<file path="config.mk">
export PLATFORM = sky130hd
export DESIGN_NAME = speed_governor
export DESIGN_NICKNAME = d
export VERILOG_FILES = /design/src/rtl/gov_pkg.sv /design/src/rtl/gov_ctrl.sv /design/src/rtl/gov_lane.sv /design/src/rtl/gov_hyst.sv /design/src/rtl/speed_governor.sv
export SDC_FILE = /design/constraint.sdc
export NUM_CORES = 1
export LEC_CHECK = 0
export BUFFER_PORTS_ARGS = -buffer_cell sky130_fd_sc_hd__buf_2
export CAP_MARGIN = 20
export CORE_AREA = 4 4 131 133
export CTS_CLUSTER_SIZE = 24
export DETAILED_ROUTE_END_ITERATION = 7
export DIE_AREA = 0 0 135 137
export GPL_TIMING_DRIVEN = 0
export PLACE_DENSITY = 0.87
export SYNTH_ARGS = -nofsm -noshare
export SYNTH_HDL_FRONTEND = slang
export SYNTH_SLANG_ARGS = --single-unit
</file>
<file path="constraint.sdc">
create_clock -name clk -period 5.2 [get_ports clk]
set_input_delay 0.78 -clock clk [delete_from_list [all_inputs] [get_ports clk]]
set_output_delay 0.78 -clock clk [all_outputs]
set_load 0.05 [all_outputs]
</file>
<file path="src/rtl/gov_pkg.sv">
package gov_pkg;

  // Strobes from the window control to every lane datapath.
  typedef struct packed {
    logic accEn;   // this cycle is a sample
    logic winEnd;  // this sample closes the window; decide on this edge
  } govStrb_t;

endpackage

</file>
<file path="src/rtl/gov_ctrl.sv">
module gov_ctrl
  import gov_pkg::*;
#(
  parameter int WIN_LOG2 = 8
) (
  input  logic     clk,
  input  logic     rstN,
  input  logic     sampleEn,
  output govStrb_t strb
);

  localparam logic [WIN_LOG2-1:0] LAST_SAMPLE = '1;

  logic [WIN_LOG2-1:0] sampCnt;

  always_ff @(posedge clk or negedge rstN) begin
    if (!rstN) begin
      sampCnt <= '0;
    end else if (sampleEn) begin
      sampCnt <= sampCnt + 1'b1;
    end
  end

  always_comb begin
    strb.accEn  = sampleEn;
    strb.winEnd = sampleEn && (sampCnt == LAST_SAMPLE);
  end

endmodule

</file>
<file path="src/rtl/gov_lane.sv">
module gov_lane
  import gov_pkg::*;
#(
  parameter int VAL_W    = 6,
  parameter int DEP_W    = 6,
  parameter int WIN_LOG2 = 8,
  parameter bit HAS_DEP  = 1'b1
) (
  input  logic             clk,
  input  logic             rstN,
  input  govStrb_t         strb,
  input  logic [VAL_W-1:0] val,
  input  logic [DEP_W-1:0] dep,
  input  logic             depEn,
  output logic [VAL_W-1:0] metric
);

  localparam int SUM_W  = VAL_W + WIN_LOG2;
  localparam int DSUM_W = DEP_W + WIN_LOG2;
  localparam int CMP_W  = (VAL_W > DEP_W) ? VAL_W : DEP_W;

  logic [SUM_W-1:0] valSum;
  logic [SUM_W-1:0] valNext;
  logic [VAL_W-1:0] avgVal;

  // The sum includes the current sample, so the average is final on the
  // edge that closes the window.
  assign valNext = valSum + SUM_W'(val);
  assign avgVal  = valNext[SUM_W-1:WIN_LOG2];

  always_ff @(posedge clk or negedge rstN) begin
    if (!rstN) begin
      valSum <= '0;
    end else if (strb.accEn) begin
      valSum <= strb.winEnd ? '0 : valNext;
    end
  end

  generate
    if (HAS_DEP) begin : gDep
      logic [DSUM_W-1:0] depSum;
      logic [DSUM_W-1:0] depNext;
      logic [DEP_W-1:0]  avgDep;
      logic [CMP_W-1:0]  diff;

      assign depNext = depSum + DSUM_W'(dep);
      assign avgDep  = depNext[DSUM_W-1:WIN_LOG2];

      always_ff @(posedge clk or negedge rstN) begin
        if (!rstN) begin
          depSum <= '0;
        end else if (strb.accEn) begin
          depSum <= strb.winEnd ? '0 : depNext;
        end
      end

      always_comb begin
        diff = CMP_W'(avgVal) - CMP_W'(avgDep);
        if (!depEn) begin
          metric = avgVal;
        end else if (CMP_W'(avgDep) >= CMP_W'(avgVal)) begin
          metric = '0;
        end else begin
          metric = VAL_W'(diff);
        end
      end
    end else begin : gNoDep
      logic unusedDep;
      assign unusedDep = ^{dep, depEn};
      assign metric    = avgVal;
    end
  endgenerate

endmodule

</file>
<file path="src/rtl/gov_hyst.sv">
module gov_hyst #(
  parameter int M_W = 6
) (
  input  logic           clk,
  input  logic           rstN,
  input  logic           decide,
  input  logic [M_W-1:0] metric,
  input  logic [M_W-1:0] thrUp,
  input  logic [M_W-1:0] thrDn,
  output logic           isHigh,
  output logic           changeNow
);

  logic nextHigh;

  always_comb begin
    if (isHigh) begin
      nextHigh = (metric >= thrDn);
    end else begin
      nextHigh = (metric > thrUp);
    end
    changeNow = decide && (nextHigh != isHigh);
  end

  always_ff @(posedge clk or negedge rstN) begin
    if (!rstN) begin
      isHigh <= 1'b1;
    end else if (decide) begin
      isHigh <= nextHigh;
    end
  end

endmodule

</file>
<file path="src/rtl/speed_governor.sv">
module speed_governor
  import gov_pkg::*;
#(
  parameter int NUM_CL   = 3,
  parameter int OCC_W    = 6,
  parameter int DEP_W    = 6,
  parameter int IPC_W    = 3,
  parameter int WIN_LOG2 = 8
) (
  input  logic                         clk,
  input  logic                         rstN,
  input  logic                         sampleEn,
  input  logic [NUM_CL-1:0][OCC_W-1:0] occ,
  input  logic [NUM_CL-1:0][DEP_W-1:0] xDep,
  input  logic                         depEn,
  input  logic [NUM_CL-1:0][OCC_W-1:0] thrUp,
  input  logic [NUM_CL-1:0][OCC_W-1:0] thrDn,
  input  logic [IPC_W-1:0]             ipc,
  input  logic [IPC_W-1:0]             feThrUp,
  input  logic [IPC_W-1:0]             feThrDn,
  output logic [NUM_CL-1:0]            speedHigh,
  output logic                         feHigh,
  output logic                         chgPulse
);

  localparam int NUM_LANES = NUM_CL + 1;

  govStrb_t                    strb;
  logic [NUM_CL-1:0][OCC_W-1:0] clMetric;
  logic [IPC_W-1:0]            feMetric;
  logic [NUM_LANES-1:0]        laneChange;

  gov_ctrl #(.WIN_LOG2(WIN_LOG2)) uCtrl (
    .clk     (clk),
    .rstN    (rstN),
    .sampleEn(sampleEn),
    .strb    (strb)
  );

  generate
    for (genvar c = 0; c < NUM_CL; c++) begin : gCluster
      gov_lane #(
        .VAL_W   (OCC_W),
        .DEP_W   (DEP_W),
        .WIN_LOG2(WIN_LOG2),
        .HAS_DEP (1'b1)
      ) uLane (
        .clk   (clk),
        .rstN  (rstN),
        .strb  (strb),
        .val   (occ[c]),
        .dep   (xDep[c]),
        .depEn (depEn),
        .metric(clMetric[c])
      );

      gov_hyst #(.M_W(OCC_W)) uHyst (
        .clk      (clk),
        .rstN     (rstN),
        .decide   (strb.winEnd),
        .metric   (clMetric[c]),
        .thrUp    (thrUp[c]),
        .thrDn    (thrDn[c]),
        .isHigh   (speedHigh[c]),
        .changeNow(laneChange[c])
      );
    end
  endgenerate

  gov_lane #(
    .VAL_W   (IPC_W),
    .DEP_W   (DEP_W),
    .WIN_LOG2(WIN_LOG2),
    .HAS_DEP (1'b0)
  ) uFeLane (
    .clk   (clk),
    .rstN  (rstN),
    .strb  (strb),
    .val   (ipc),
    .dep   ('0),
    .depEn (1'b0),
    .metric(feMetric)
  );

  gov_hyst #(.M_W(IPC_W)) uFeHyst (
    .clk      (clk),
    .rstN     (rstN),
    .decide   (strb.winEnd),
    .metric   (feMetric),
    .thrUp    (feThrUp),
    .thrDn    (feThrDn),
    .isHigh   (feHigh),
    .changeNow(laneChange[NUM_CL])
  );

  always_ff @(posedge clk or negedge rstN) begin
    if (!rstN) begin
      chgPulse <= 1'b0;
    end else begin
      chgPulse <= |laneChange;
    end
  end

endmodule

</file>
# Word-level counts from Yosys, hierarchy flattened
# Index checks and enable logic that the tools add are counted.
# Widths: inputs -> output; s select.
[totals]
regBits = 108
in_bits = 85
output_inout_bits = 5
wordCells = 63
[classes]
add_sub_neg = 11
magnitude_cmp = 11
n_eq_ne = 5
mux = 17
n_reduce_logical = 6
[ops]
columns = ["op", "n"]
rows = [
  ["$add 14x6->14", 6],
  ["$mux 14", 6],
  ["$ge 6x6->1", 6],
  ["$mux 6", 6],
  ["$gt 6x6->1", 3],
  ["$sub 6x6->6", 3],
  ["$add 11x3->11", 1],
  ["$mux 11", 1],
  ["$add 8x1->8 const B", 1],
  ["$eq 8x8->1 const B", 1],
  ["$logic_and 1x1->1", 5],
  ["$mux 1", 4],
  ["$ne 1x1->1", 4],
  ["$reduce_or 4->1", 1],
  ["$ge 3x3->1", 1],
  ["$gt 3x3->1", 1],
]

# Depth between registers and ports, before layout
# Gate-level depths: netlist (run 1).
[logic_depth]
depth_word = 9
depth_mapped = 27
depth_no_buf = 26

# Modules after synthesis
# A second synthesis (run 1) with hierarchy kept.
[unflattened]
hier_cells = 1008
area_unflattened_um2 = 9106.2
[by_module_without_submodules]
columns = ["module", "instances", "cells_per_inst", "area_per_inst_um2", "seq_area_each_um2"]
rows = [
  ["gov_lane at gCluster[1].uLane ...", 2, 243, 2229.6, 700.7],
  ["gov_lane at gCluster[0].uLane", 1, 248, 2227.1, 700.7],
  ["gov_hyst at gCluster[0].uHyst ...", 3, 48, 365.4, 26.3],
  ["gov_lane at uFeLane", 1, 73, 723.2, 275.3],
  ["gov_ctrl", 1, 31, 366.6, 200.2],
  ["gov_hyst at uFeHyst", 1, 23, 197.7, 26.3],
  ["speed_governor", 1, 3, 36.3, 25.0],
]

# Worst setup path before layout (run 1)
# No wires, ideal clock.
[synth_path]
path_type = "input to register"
startpoint = "input xDep[12] (netlist bit)"
endpoint = "register chgPulse"
setup_time_ns = 0.136
arrival_time_ns = 5.384
required_time_ns = 5.064
path_slack_ns = -0.320
stages = 26
n_path_buf = 1
cell_sequence = "ha_1 > fa_1 > a21o_1 > a21oi_1 > o21bai_1 > a21o_1 > and3_1 > clkbuf_1 > xor2_1 > ha_1 > fa_1 > nor2b_1 > o21ai_0 > nand2_1 > a21o_1 > a21oi_1 > or3_1 > o32ai_1 > ha_1 > and4_1 > o21ai_0 > a21o_1 > a31oi_1 > and3_1 > o21ai_0 > nand4_1"
[synth_via]
elab_chain_len = 9
elab_cells_between_ends = 11
classes_between = "add/sub: 2; order compare: 3; eq/ne: 1; mux: 3; reduce/logical: 2"
[synth_lines]
columns = ["element", "line_no", "text"]
rows = [
  ["from (decl)", "speed_governor.sv:14", "input logic [NUM_CL-1:0][DEP_W-1:0] xDep,"],
  ["$add 14x6->14 *", "gov_lane.sv:46", "assign depNext = depSum + DSUM_W'(dep);"],
  ["$sub 6x6->6 or $ge 6x6->1 (tied branches)", "gov_lane.sv:58, gov_lane.sv:61", ""],
  ["$mux 6 *", "gov_lane.sv:61", "end else if (CMP_W'(avgDep) >= CMP_W'(avgVal)) begin"],
  ["$mux 6 *", "gov_lane.sv:59", "if (!depEn) begin"],
  ["$gt 6x6->1 or $ge 6x6->1 (tied branches)", "gov_hyst.sv:20, gov_hyst.sv:18", ""],
  ["$mux 1 *", "gov_hyst.sv:17", "if (isHigh) begin"],
  ["$ne 1x1->1 *", "gov_hyst.sv:22", "changeNow = decide && (nextHigh != isHigh);"],
  ["$logic_and 1x1->1 *", "gov_hyst.sv:22", ""],
  ["$reduce_or 4->1 *", "speed_governor.sv:100", "chgPulse <= |laneChange;"],
  ["to (signal assigned)", "speed_governor.sv:100", ""],
  ["to (decl)", "speed_governor.sv:23", "output logic chgPulse"],
]
# Every way passes the cells marked *; elsewhere a longest branch is shown, timed or not.
# A chain may end at the register's enable or synchronous reset.

# Worst setup path in the final report (run 1)
[layout_path]
startpoint = "input occ[0] (netlist bit)"
endpoint = "register chgPulse"
[layout_via]
elab_chain_len = 9
elab_cells_between_ends = 11
classes_between = "add/sub: 2; order compare: 3; eq/ne: 1; mux: 3; reduce/logical: 2"
[layout_lines]
columns = ["element", "line_no", "text"]
rows = [
  ["from (decl)", "speed_governor.sv:13", "input logic [NUM_CL-1:0][OCC_W-1:0] occ,"],
  ["$add 14x6->14 *", "gov_lane.sv:28", "assign valNext = valSum + SUM_W'(val);"],
  ["$sub 6x6->6 or $ge 6x6->1 (tied branches)", "gov_lane.sv:58, gov_lane.sv:61", ""],
  ["$mux 6", "gov_lane.sv:61", ""],
  ["$mux 6 *", "gov_lane.sv:59", ""],
  ["$gt 6x6->1 or $ge 6x6->1 (tied branches)", "gov_hyst.sv:20, gov_hyst.sv:18", ""],
  ["$mux 1 *", "gov_hyst.sv:17", ""],
  ["$ne 1x1->1 *", "gov_hyst.sv:22", ""],
  ["$logic_and 1x1->1 *", "gov_hyst.sv:22", ""],
  ["$reduce_or 4->1 *", "speed_governor.sv:100", ""],
]
# Marks and branches as above.

==> results of run 1 <==
## metal layers
| layer | global-route usage [%] | vias to the layer above |
|---|---|---|
| li1 | - | 3905 |
| met1 | 33.59 | 4126 |
| met3 | 4.485 | 107 |
| met2 | 45.58 | 458 |
| met5 | 0 | - |
| met4 | 12.99 | 0 |
## cell families after synthesis
logic type | Yosys count | synth area share, %
buffers and inverters | 129 | 5.810
flip-flops | 108 | 31.12
multiplexers | 3 | 0.3739
adder cells (fa/ha/maj) | 104 | 15.82
AND/OR/NAND/NOR | 289 | 15.91
XOR/XNOR | 84 | 8.615
AO/OA/AOI/OAI | 268 | 22.35
## report_power, final
| group | switching (mW) | internal [mW] |
|---|---|---|
| Combinational | 2.38 | 2.29 |
| Sequential | 0.306 | 1.14 |
| Clock | 0.318 | 0.348 |
| Total | 3.00 | 3.78 |
## cell usage after synthesis, types with 6 or more instances
cell,count
o211ai_1,9
dfrtp_1,104
nand3_1,49
clkbuf_1,29
and3_1,14
a211oi_1,13
nand4_1,11
xnor2_1,47
ha_1,94
nor2b_1,12
o21a_1,6
nor3_1,17
a22o_1,20
nand2b_1,8
a21o_1,27
nand2_1,78
inv_1,93
o2bb2ai_1,33
nor2_1,71
fa_1,10
xor2_1,36
o22ai_1,14
a21oi_1,38
o21ai_0,52
## flip-flops by register name (all words and copies together), names as in the netlist
name and cells:
gCluster.uLane.gDep.depSum 42, gCluster.uLane.valSum 42, uFeLane.valSum 11, uCtrl.sampCnt 8, gCluster.uHyst.isHigh 3, chgPulse 1
uFeHyst.isHigh 1
## worst paths after layout
path,from,to,slack [ps],depth (start not counted)
max in group asynchronous,rstN,gCluster[0].uHyst.isHigh,3890,2
min in group asynchronous,rstN,uFeLane.valSum[0],520,1
worst max register to register,gCluster[0].uLane.valSum[0],chgPulse,30,26
worst min register to register,uCtrl.sampCnt[3],uCtrl.sampCnt[3],470,1
worst max-delay path,occ[0],chgPulse,-80,27
worst min-delay path,uCtrl.sampCnt[3],uCtrl.sampCnt[3],470,1
## layout make-up
type / instances / area, um2 / area share, %
plain buffers: 33 / 145.1 / 1.314
clock buffers: 13 / 260.3 / 2.357
clock inverters: 2 / 10.01 / 0.09065
inverters: 93 / 349.1 / 3.161
multi-input cells: 748 / 6122 / 55.44
flip-flops and latches: 108 / 2708 / 24.52
well taps: 216 / 270.3 / 2.448
repair buffers: 181 / 1177 / 10.66
## repair_timing
action,4_1_cts,5_1_grt
pin swaps,46,66
buffers inserted,58,36
resized for setup,45,61
setup endpoints to repair,4,4
## layout by cell type, fill, tap and decap left out, drive strengths merged, types with 4 or more instances in the layout
cell	instances
o31ai	6
ha	94
a21oi	39
nor2	71
o22ai	14
buf	187
nand2b	9
dfstp	4
nand4	11
o21ai	56
nor2b	12
a22o	20
and3	14
nand3	49
o2bb2ai	33
o2111a	4
o41ai	5
xor2	36
o211ai	9
xnor2	47
nor3	17
dfrtp	104
nand2	78
fa	10
o21bai	5
a211oi	15
clkbuf	40
a21o	27
and4	5
and2	5
inv	93
o21a	6
or3	5
==> impl_metrics.env, run 1 <==
export IMPL_run_status="complete, but fails checks"
export IMPL_violations="negative setup slack"
export IMPL_powerDensity_nw_per_um2=613.9
export IMPL_cpMaxStageDelayCell="fa_2"
export IMPL_async_flop_share_pct=100.0
export IMPL_ys_types=71
export IMPL_gp_congestion=0.9024
export IMPL_ys_flop_type="dfrtp_1"
export IMPL_wl_per_cell_um=19.24
export IMPL_via_per_inst=6.166
export IMPL_io_pins=90
export IMPL_drtIter0Drc=735
export IMPL_cts_sinks=108
export IMPL_drive_gt1_share_pct=26.66
export IMPL_finalHoldViolCount=0
export IMPL_start_util_pct=54.96
export IMPL_die_area_um2=18500
export IMPL_setup_violations=2
export IMPL_p_total_mw=6.779
export IMPL_clkSlewWorstSetupHoldPaths_ps=70
export IMPL_cts_buffers=9
export IMPL_synth_edf_count=0
export IMPL_dieHeight_um=137
export IMPL_hp_class="register to register"
export IMPL_cts_tree="built"
export IMPL_route_detailed_drc=0
export IMPL_die_x_um=135
export IMPL_yosysTopAreaCell="dfrtp_1"
export IMPL_dpl_worst_slack_ps=-842.7
export IMPL_worstSetupStartpointType="primary input"
export IMPL_slowest_delay_ps=410
export IMPL_clock_tree_buffer_depth=2
export IMPL_setup_ws_ps=-83.93
export IMPL_dp_cells=1291
export IMPL_grt_pass1_vias=8352
export IMPL_crit_fanout=5
export IMPL_postSynthCellCount=985
export IMPL_rsz0062_at_grt="true"
export IMPL_routed_top_layer="met4"
export IMPL_placementRows=46
export IMPL_synth_fp_nets=1174
export IMPL_ant_nets=0
export IMPL_antenna_found_initial=0
export IMPL_post_dp_hpwl_mm=17.15
export IMPL_io_buffers=89
export IMPL_tns_ps=-143.1
export IMPL_worstPathArrival_ps=5510
export IMPL_min_period_ps=5284
export IMPL_met1_length_mm=10.51
export IMPL_clock_latency_ps=350
export IMPL_synthTopCellsByArea="dfrtp_1, ha_1, xnor2_1"
export IMPL_wirelength_mm=26.82
export IMPL_cpLargestDelayFamily="compound AO/OA/AOI/OAI gates"
export IMPL_leakagePower_nw=5.275
export IMPL_htreeDepth=3
export IMPL_wl_met2_mm=12.99
export IMPL_hold_slack_ps=467.3
export IMPL_areaGrowthSynthToFinish_pct=26.92
export IMPL_grt_max_degree=63
export IMPL_fin_crit_sh_pct=101.6
export IMPL_worst_slew_pin_slew_ps=892.1
export IMPL_wl_met3_mm=2.119
export IMPL_crit_top_cell="a21oi_2"
export IMPL_antenna_cells=0
export IMPL_drv_cap=0
export IMPL_cp_end_kind="register"
export IMPL_grt_usage_pct=26.93
export IMPL_clock_fmax_ghz=0.1893
export IMPL_overflow=0
export IMPL_utilization_pct=69.76
export IMPL_vias=8596
export IMPL_nNetsFinal=1363
export IMPL_ys_seq_area_share_pct=31.12
export IMPL_crit_type="primary input to register"
export IMPL_n_fill_cell=1094
export IMPL_synth_top_area_share_pct=29.92
export IMPL_fin_cells=1394
export IMPL_syn_avg_cell_area_um2=8.832
export IMPL_first_pass_iters=8
export IMPL_clockRootBuffer="clkbuf_16"
export IMPL_grt_pass1_wl_mm=39.81
export IMPL_skew_ps=8.371
export IMPL_place_area_um2=9525
export IMPL_vdd_drop_max_v=0.0002613
export IMPL_design_area_um2=11040
export IMPL_holdBufCountCts=0
export IMPL_core_area_um2=15830
export IMPL_slew_headroom_pct=40.52
export IMPL_yosys_warnings=0
export IMPL_path_buf_inv=2
export IMPL_ys_seq_elements=108
export IMPL_syn_area_um2=8700
export IMPL_cp_required_ps=5430
export IMPL_slew_violations=0
No activity file was read; power rests on OpenSTA's default activity.
==> inputs of run 2 (changes only) <==
- SETUP_SLACK_MARGIN: default -> 0.15
==> run 2 against run 1 <==
The run still ends with negative setup slack left. Clock power rose by 1%. Worst hold slack worse by 1.6 ps. Wire length decreased by 8.0%. Clock skew rose by 1.5 ps. Setup slack got worse by 12 ps. Sequential power barely moved. Global-route usage shrank 0.22 points.
==> impl_metrics.env, run 2 (same netlist as run 1, synthesis figures left out) <==
export IMPL_holdBufCountCts=0
export IMPL_leakagePower_nw=5.042
export IMPL_via_per_inst=6.071
export IMPL_layout_common_cells="dfrtp_1, inv_1, buf_2"
export IMPL_cp_end_kind="register"
export IMPL_clkSlewWorstSetupHoldPaths_ps=80
export IMPL_setup_violations=2
export IMPL_cts_buffers=9
export IMPL_cpMaxStageDelayCell="or3_4"
export IMPL_post_dp_hpwl_mm=17.19
export IMPL_route_detailed_drc=0
export IMPL_ant_nets=0
export IMPL_met1_length_mm=10.13
export IMPL_min_period_ps=5296
export IMPL_nNetsFinal=1325
export IMPL_io_buffers=89
export IMPL_start_util_pct=54.96
export IMPL_die_x_um=135
export IMPL_cts_tree="built"
export IMPL_vias=8238
export IMPL_io_pins=90
export IMPL_crit_type="primary input to register"
export IMPL_clock_latency_ps=360
export IMPL_worstPathArrival_ps=5530
export IMPL_n_fill_cell=1206
export IMPL_die_area_um2=18500
export IMPL_grt_pass1_vias=8311
export IMPL_slew_headroom_pct=44.68
export IMPL_grt_pass1_wl_mm=39.65
export IMPL_core_area_um2=15830
export IMPL_wirelength_mm=24.67
export IMPL_rr_endpoint="chgPulse"
export IMPL_hold_slack_ps=465.7
export IMPL_grt_max_degree=59
export IMPL_path_depth=28
export IMPL_clock_fmax_ghz=0.1888
export IMPL_dieHeight_um=137
export IMPL_final_common_cell="dfrtp_1"
export IMPL_wl_per_cell_um=18.18
export IMPL_wl_met2_mm=11.85
export IMPL_violations="negative setup slack"
export IMPL_reg_top3="gCluster.uLane.gDep.depSum x42, gCluster.uLane.valSum x42, uFeLane.valSum x11"
export IMPL_r2r_start="gCluster[2].uLane.gDep.depSum[0]"
export IMPL_rsz0062_at_grt="true"
export IMPL_crit_top_cell="a21o_1"
export IMPL_setup_ws_ps=-96.11
export IMPL_path_buf_inv=2
export IMPL_slew_violations=0
export IMPL_gp_congestion=0.9094
export IMPL_slowest_delay_ps=380
export IMPL_antenna_found_initial=0
export IMPL_clock_tree_buffer_depth=2
export IMPL_utilization_pct=66.55
export IMPL_areaGrowthSynthToFinish_pct=21.07
export IMPL_first_pass_iters=6
export IMPL_wl_met3_mm=1.738
export IMPL_clockRootBuffer="clkbuf_16"
export IMPL_powerDensity_nw_per_um2=584.6
export IMPL_skew_ps=9.866
export IMPL_r2r_slack_ps=-10
export IMPL_cp_required_ps=5440
export IMPL_drv_cap=0
export IMPL_cts_sinks=108
export IMPL_r2r_cells=27
export IMPL_crit_fanout=5
export IMPL_overflow=0
export IMPL_htreeDepth=3
export IMPL_antenna_cells=0
export IMPL_grt_usage_pct=26.71
export IMPL_finalHoldViolCount=0
export IMPL_routed_top_layer="met4"
export IMPL_cpLargestDelayFamily="compound AO/OA/AOI/OAI gates"
export IMPL_worstSetupStartpointType="primary input"
export IMPL_placementRows=46
export IMPL_worst_slew_pin_slew_ps=808.9
export IMPL_hp_class="primary input to async pin"
export IMPL_drive_gt1_share_pct=21.47
export IMPL_run_status="complete, but fails checks"
export IMPL_fin_crit_sh_pct=101.8
export IMPL_drtIter0Drc=627
export IMPL_vdd_drop_max_v=0.0003342
## run 2: cell types whose count changed in the layout (fill, tap and decap cells not counted), moves of 3 or more
cell     delta
nor2_2      -4
nand2_1     +3
ha_1        +5
xnor2_1     +3
nand3_1     +4
buf_4      -42
ha_4        -4
nand3_2     -3
nand2_2     -3
nor2_1      +4
o21ai_1     +3
## run 2: through the flow
stage	cell area, um2	setup TNS, ps	worst slack (ps)	instances	total power [mW]
floorplan	8802	0	34.09	985	3.992
CTS	10390	0	8.031	1350	5.888
global placement	9518	-2130	-696.5	1290	4.548
global route	10530	-881.0	-373.3	1357	6.642
detailed placement	9548	-2319	-713.8	1291	4.708
finish	10530	-128.8	-96.11	1357	6.157
## run 2: timing repair
action	in CTS	in global routing
buffers inserted	43	7
setup endpoints to repair	4	4
resized for setup	50	16
pin swaps	40	10
## run 2: worst max-delay path by stage
stage	start	to	slack, ps
finish	xDep[12]	chgPulse	-100
global route	xDep[6]	chgPulse	-370
CTS	xDep[12]	chgPulse	8
detailed placement	occ[12]	chgPulse	-710
global placement	occ[12]	chgPulse	-700
floorplan	xDep[12]	chgPulse	30
## run 2: area by class of cell
type	count	area (um2)	share of cell area (%)
inverters	93	349.1	3.314
multi-input cells	748	5881	55.83
clock buffers	11	242.7	2.305
repair buffers	140	867.1	8.232
plain buffers	36	177.7	1.687
clock inverters	5	37.54	0.3564
well taps	216	270.3	2.566
flip-flops and latches	108	2708	25.71
## run 2: per-layer routing
layer / vias to the layer above / track usage, %
li1: 3833 / -
met1: 3938 / 33.49
met2: 377 / 45.36
met3: 90 / 3.272
met4: 0 / 14.00
met5: - / 0
## run 2: where the power goes
group          internal, mW  switching (mW)
Clock                 0.341           0.333
Combinational          1.91            2.13
Sequential             1.14           0.294
Total                  3.40            2.76
